--- config.mk ---
export PLATFORM = sky130hd
export DESIGN_NAME = gpio_mask_port
export DESIGN_NICKNAME = d
export VERILOG_FILES = /design/src/rtl/gpio_mask_pkg.sv /design/src/rtl/gpio_sync_chain.sv /design/src/rtl/gpio_half_latch.sv /design/src/rtl/gpio_mask_port.sv
export SDC_FILE = /design/constraint.sdc
export NUM_CORES = 1
export LEC_CHECK = 0
export ABC_AREA = 0
export BUFFER_PORTS_ARGS = -buffer_cell sky130_fd_sc_hd__buf_2
export CORE_UTILIZATION = 35
export CTS_CLUSTER_SIZE = 8
export DETAILED_ROUTE_END_ITERATION = 10
export PLACE_DENSITY = 0.67
export SYNTH_ARGS = -nofsm -noshare
export SYNTH_HDL_FRONTEND = slang
export SYNTH_SLANG_ARGS = --single-unit
export TNS_END_PERCENT = 20
--- constraint.sdc ---
create_clock -name clk -period 1.3 [get_ports clk]
set_input_delay 0.065 -clock clk [delete_from_list [all_inputs] [get_ports clk]]
set_output_delay 0.065 -clock clk [all_outputs]
set_load 0.01 [all_outputs]
--- src/rtl/gpio_mask_pkg.sv ---
package gpio_mask_pkg;

    localparam int unsigned OFS_DIR_SET = 32'h00;
    localparam int unsigned OFS_DIR_CLR = 32'h04;
    localparam int unsigned OFS_LAT_LO  = 32'h08;
    localparam int unsigned OFS_LAT_HI  = 32'h0C;
    localparam int unsigned OFS_PIN_RD  = 32'h10;

    typedef enum logic [2:0] {
        SEL_NONE,
        SEL_DIR_SET,
        SEL_DIR_CLR,
        SEL_LAT_LO,
        SEL_LAT_HI,
        SEL_PIN_RD
    } gpio_sel_e;

    function automatic gpio_sel_e gpio_decode(input logic [31:0] ofs);
        case (ofs)
            OFS_DIR_SET: return SEL_DIR_SET;
            OFS_DIR_CLR: return SEL_DIR_CLR;
            OFS_LAT_LO:  return SEL_LAT_LO;
            OFS_LAT_HI:  return SEL_LAT_HI;
            OFS_PIN_RD:  return SEL_PIN_RD;
            default:     return SEL_NONE;
        endcase
    endfunction

endpackage

--- src/rtl/gpio_sync_chain.sv ---
module gpio_sync_chain #(
    parameter int unsigned WIDTH  = 32,
    parameter int unsigned STAGES = 2
) (
    input  logic             clk,
    input  logic             rst_n,
    input  logic [WIDTH-1:0] async_in,
    output logic [WIDTH-1:0] sync_out
);

    logic [WIDTH-1:0] stage_d [STAGES];
    logic [WIDTH-1:0] stage_q [STAGES];

    always_comb begin
        stage_d[0] = async_in;
        for (int i = 1; i < int'(STAGES); i++) begin
            stage_d[i] = stage_q[i-1];
        end
    end

    always_ff @(posedge clk) begin
        for (int i = 0; i < int'(STAGES); i++) begin
            if (!rst_n) stage_q[i] <= '0;
            else        stage_q[i] <= stage_d[i];
        end
    end

    assign sync_out = stage_q[STAGES-1];

endmodule

--- src/rtl/gpio_half_latch.sv ---
module gpio_half_latch #(
    parameter int unsigned HALF_W = 16
) (
    input  logic              clk,
    input  logic              rst_n,
    input  logic              wr_en,
    input  logic [HALF_W-1:0] wr_mask,
    input  logic [HALF_W-1:0] wr_val,
    output logic [HALF_W-1:0] lat_out
);

    logic [HALF_W-1:0] lat_d;
    logic [HALF_W-1:0] lat_q;

    always_comb begin
        lat_d = lat_q;
        if (wr_en) begin
            lat_d = (lat_q & ~wr_mask) | (wr_val & wr_mask);
        end
    end

    always_ff @(posedge clk) begin
        if (!rst_n) lat_q <= '0;
        else        lat_q <= lat_d;
    end

    assign lat_out = lat_q;

endmodule

--- src/rtl/gpio_mask_port.sv ---
module gpio_mask_port
    import gpio_mask_pkg::*;
#(
    parameter int unsigned DATA_W      = 32,
    parameter int unsigned ADDR_W      = 8,
    parameter int unsigned SYNC_STAGES = 2
) (
    input  logic              clk,
    input  logic              rst_n,
    input  logic              bus_valid,
    input  logic              bus_write,
    input  logic [ADDR_W-1:0] bus_addr,
    input  logic [DATA_W-1:0] bus_wdata,
    output logic [DATA_W-1:0] bus_rdata,
    input  logic [DATA_W-1:0] pin_in,
    output logic [DATA_W-1:0] pin_out,
    output logic [DATA_W-1:0] pin_oe
);

    localparam int unsigned HALF_W  = DATA_W / 2;
    localparam int unsigned N_HALVES = 2;

    typedef struct packed {
        logic [DATA_W-1:0] oe;
    } dir_state_t;

    dir_state_t        dir_d;
    dir_state_t        dir_q;
    gpio_sel_e         sel;
    logic              wr_hit;
    logic              rd_hit;
    logic [DATA_W-1:0] pin_sync;
    logic [HALF_W-1:0] lat_q [N_HALVES];

    assign sel    = gpio_decode(32'(bus_addr));
    assign wr_hit = bus_valid &&  bus_write;
    assign rd_hit = bus_valid && !bus_write;

    // Direction vector: set/clear strobes
    always_comb begin
        dir_d = dir_q;
        if (wr_hit && sel == SEL_DIR_SET) dir_d.oe = dir_q.oe |  bus_wdata;
        if (wr_hit && sel == SEL_DIR_CLR) dir_d.oe = dir_q.oe & ~bus_wdata;
    end

    always_ff @(posedge clk) begin
        if (!rst_n) dir_q <= '0;
        else        dir_q <= dir_d;
    end

    // Output latches, one per half of the port
    for (genvar h = 0; h < int'(N_HALVES); h++) begin : g_half
        localparam gpio_sel_e MY_SEL = (h == 0) ? SEL_LAT_LO : SEL_LAT_HI;
        gpio_half_latch #(.HALF_W(HALF_W)) u_lat (
            .clk     (clk),
            .rst_n   (rst_n),
            .wr_en   (wr_hit && sel == MY_SEL),
            .wr_mask (bus_wdata[DATA_W-1:HALF_W]),
            .wr_val  (bus_wdata[HALF_W-1:0]),
            .lat_out (lat_q[h])
        );
    end

    gpio_sync_chain #(.WIDTH(DATA_W), .STAGES(SYNC_STAGES)) u_sync (
        .clk      (clk),
        .rst_n    (rst_n),
        .async_in (pin_in),
        .sync_out (pin_sync)
    );

    // Same-cycle read mux
    always_comb begin
        bus_rdata = '0;
        if (rd_hit) begin
            case (sel)
                SEL_DIR_SET, SEL_DIR_CLR: bus_rdata = dir_q.oe;
                SEL_LAT_LO: bus_rdata = {{HALF_W{1'b0}}, lat_q[0]};
                SEL_LAT_HI: bus_rdata = {{HALF_W{1'b0}}, lat_q[1]};
                SEL_PIN_RD: bus_rdata = pin_sync;
                default:    bus_rdata = '0;
            endcase
        end
    end

    assign pin_oe  = dir_q.oe;
    assign pin_out = {lat_q[1], lat_q[0]};

endmodule

==> key figures <==
Floorplan
  – Die Y: 128.4 um
  – Row count: 45
  – DIE WIDTH: 128.4 um
  – IO Pins: 172
  – Core Region: 15,370 sq um
  – Die area: 16,490 sq um
  – Initial Util: 36.39%

Detailed routing
  – Vias/cell: 5.193
  – Final WL: 18,130 um
  – Pre-Repair DR Iteration Count: 6
  – Remaining DRCs: 0
  – Iter 0 DRT Violations: 348
  – DR vias: 5,468
  – Antenna Nets Post-Route: 0
  – Routed length per instance: 17.22 um

STA
  – RSZ-0062 raised after global routing: yes
  – Post-layout worst setup margin: -145.4 ps
  – Worst-Margin Slew: 340.5 ps
  – WHS: 51.38 ps
  – Relative slew slack: 77.30%
  – Tmin final: 1445 ps
  – Clock skew: 5.687 ps
  – Final Hold Viols: 0
  – Crit share post-route: 111.2%
  – Final Max Tran Viols: 0
  – Fmax: 691.8 MHz
  – Setup tns final: -2639 ps
  – Final setup viols: 32

Power
  – Pint: 7.644 mW
  – Total power: 9.768 mW
  – Power density over the cells: 1174 nW/um^2
  – Sequential power share: 41.4%
  – VDD IR max: 0.0008619 V
  – Clk pwr share: 50.2%
  – Net Sw Power: 2.124 mW
  – Lkg Pwr: 3.782 nW
  – Switching Share: 21.74%
  – Combinational share of power: 8.4%

Global routing
  – First-pass GRT wire length: 27,410 um
  – Initial antenna violation count: 0
  – GR Util All Layers: 22.07%
  – GRT met3 Usage: 4.948%
  – Vias in the first global route: 5,111
  – M2 GR Usage: 35.04%
  – Layer with the highest usage: met2
  – Largest net degree at the start of global routing: 58
  – GR Layer Usage met1: 28.26%
  – Total grt overflow: 0

Critical path
  – Startpoint Class: register
  – CP max stage delay: 370 ps
  – Worst path buffer plus inverter count: 1
  – Slowest CP cell: dfxtp_1
  – Data required, critical path: 1240 ps
  – Delay-heaviest family, CP: flip-flops
  – CP max FO: 3
  – Arr. time, crit path: 1380 ps
  – Crit path capture type: primary output
  – Critical path class: register to primary output
  – Worst-path cell chain: nand4b_1 -> a31oi_2 -> buf_2

Layout
  – Post-layout util: 54.13%
  – Fin nets: 905
  – # fillers: 1,333
  – Area Growth Syn to Fin: 48.77%
  – Ant diodes: 0
  – Share of cells above drive strength 1: 31.83%

Synth
  – Synth cell types: 21
  – Synth warnings: 0
  – Syn Nets: 664
  – Ys flop type: dfxtp_1
  – Mapped Area: 5593 sq um
  – Share of flip-flops with an asynchronous set or reset: 0%
  – Register bit total from synthesis: 128
  – Syn_area_per_cell: 9.512 sq um
  – Cells after Synth: 588
  – Sequential element share of the synthesized area: 45.82%
  – Post-synth EDFFs: 0

Place
  – Post-DP HPWL: 11,810 um
  – GP Congestion: 0.8051
  – DP Worst Slack: -163.0 ps
  – Port Buffers: 171

Status
  – Status: finished, violations left
  – Violated checks: negative setup slack

Clock tree
  – CTS Buf Count: 17
  – CTS max path bufs: 2
  – Clock transition at path regs: 60 ps
  – CTS tree: built
  – Clk sink count: 128
  – H-tree Lvls: 4
  – Insertion delay to the later sink of the worst-skew pair: 420 ps
  – CTS root buf: clkbuf_16

Flow run
  – Total of max-cap violations: 0

Worst hold path
  – Hold_sp: rst_n
  – HP Class: input pin to register
[worst paths after layout]
kind | end | slack (ps) | depth (start not counted)
setup / recovery | bus_rdata[7] | -150 | 3
hold / removal | register | 50 | 3
setup reg to reg | register | 480 | 3
hold reg to reg | u_sync.stage_q[1][7]$_SDFF_PN0_ | 430 | 1
[worst min-delay path, stage by stage]
cell and delay [ps]:
buf_4 200, nand2_1 100, mux2i_1 50
[cells in the mapped netlist, types with 2 or more instances]
cell | instances | area [sq um]
dfxtp_1 | 128 | 2562
a21oi_1 | 16 | 80.08
a22oi_1 | 16 | 120.1
nand4_1 | 64 | 400.4
buf_6 | 6 | 67.56
buf_1 | 4 | 15.01
and3b_1 | 2 | 17.52
mux2i_1 | 64 | 640.6
buf_4 | 5 | 37.54
buf_2 | 16 | 80.08
a31oi_1 | 16 | 100.1
clkbuf_1 | 35 | 131.4
nand4b_1 | 65 | 569.3
nand2_1 | 80 | 300.3
and2_1 | 64 | 400.4
nor3b_2 | 2 | 25.02
[per-stage QoR]
| stage | std cells | cell area (sq um) |
|---|---|---|
| 6_report | 1053 | 8320 |
| 3_3_place_gp | 947 | 6888 |
| 2_1_floorplan | 588 | 5593 |
| 5_1_grt | 1053 | 8320 |
| 4_1_cts | 1047 | 8254 |
| 3_5_place_dp | 947 | 6888 |
[layer usage]
layer | up-vias | wire [um]
li1 | 2619 | -
met1 | 2585 | 7954
met2 | 214 | 8499
met3 | 50 | 1062
met4 | 0 | 613
met5 | - | 0
[timing repair]
action                                 CTS  global route
hold buffers                            65             0
setup endpoints to repair               32            33
resized for setup                       12             2
cloned                                   1             0
endpoints found under the hold margin   89             0
setup buffers                            2             6
pin swaps                                9             5
[power by group through the flow]
stage / combinational [mW] / sequential [mW] / clock (mW)
floorplan: 0.318 / 4.12 / 0
global placement: 0.634 / 4.12 / 0
detailed placement: 0.637 / 4.12 / 0
CTS: 0.803 / 4.04 / 4.98
global route: 0.883 / 4.05 / 5.19
finish: 0.823 / 4.04 / 4.90
[cell families after synthesis]
| logic type | Yosys count | synth area share [%] |
|---|---|---|
| AND/OR/NAND/NOR | 281 | 31.34 |
| flip-flops | 128 | 45.82 |
| buffers and inverters | 66 | 5.928 |
| multiplexers | 64 | 11.45 |
| AO/OA/AOI/OAI | 49 | 5.459 |
[final cells by class]
type	count	area [sq um]	share of cell area (%)
multi-input combinational	394	2758	33.14
sequential	128	2562	30.80
timing repair buffer	288	2118	25.46
clock buffer	23	488.0	5.865
tap	211	264.0	3.173
clock inverter	9	130.1	1.564
[cell usage in the layout (no fill, tap or decap), types with 15 or more instances in the layout]
cell type / Yosys / final
a22oi_1: 16 / 16
a31oi_1: 16 / 15
and2_1: 64 / 64
buf_2: 16 / 168
buf_4: 5 / 37
clkbuf_16: 0 / 17
dfxtp_1: 128 / 128
dlygate4sd3_1: 0 / 64
mux2i_1: 64 / 64
nand2_1: 80 / 80
nand4_1: 64 / 64
nand4b_1: 65 / 65
Power figures use the tool's default switching activity.
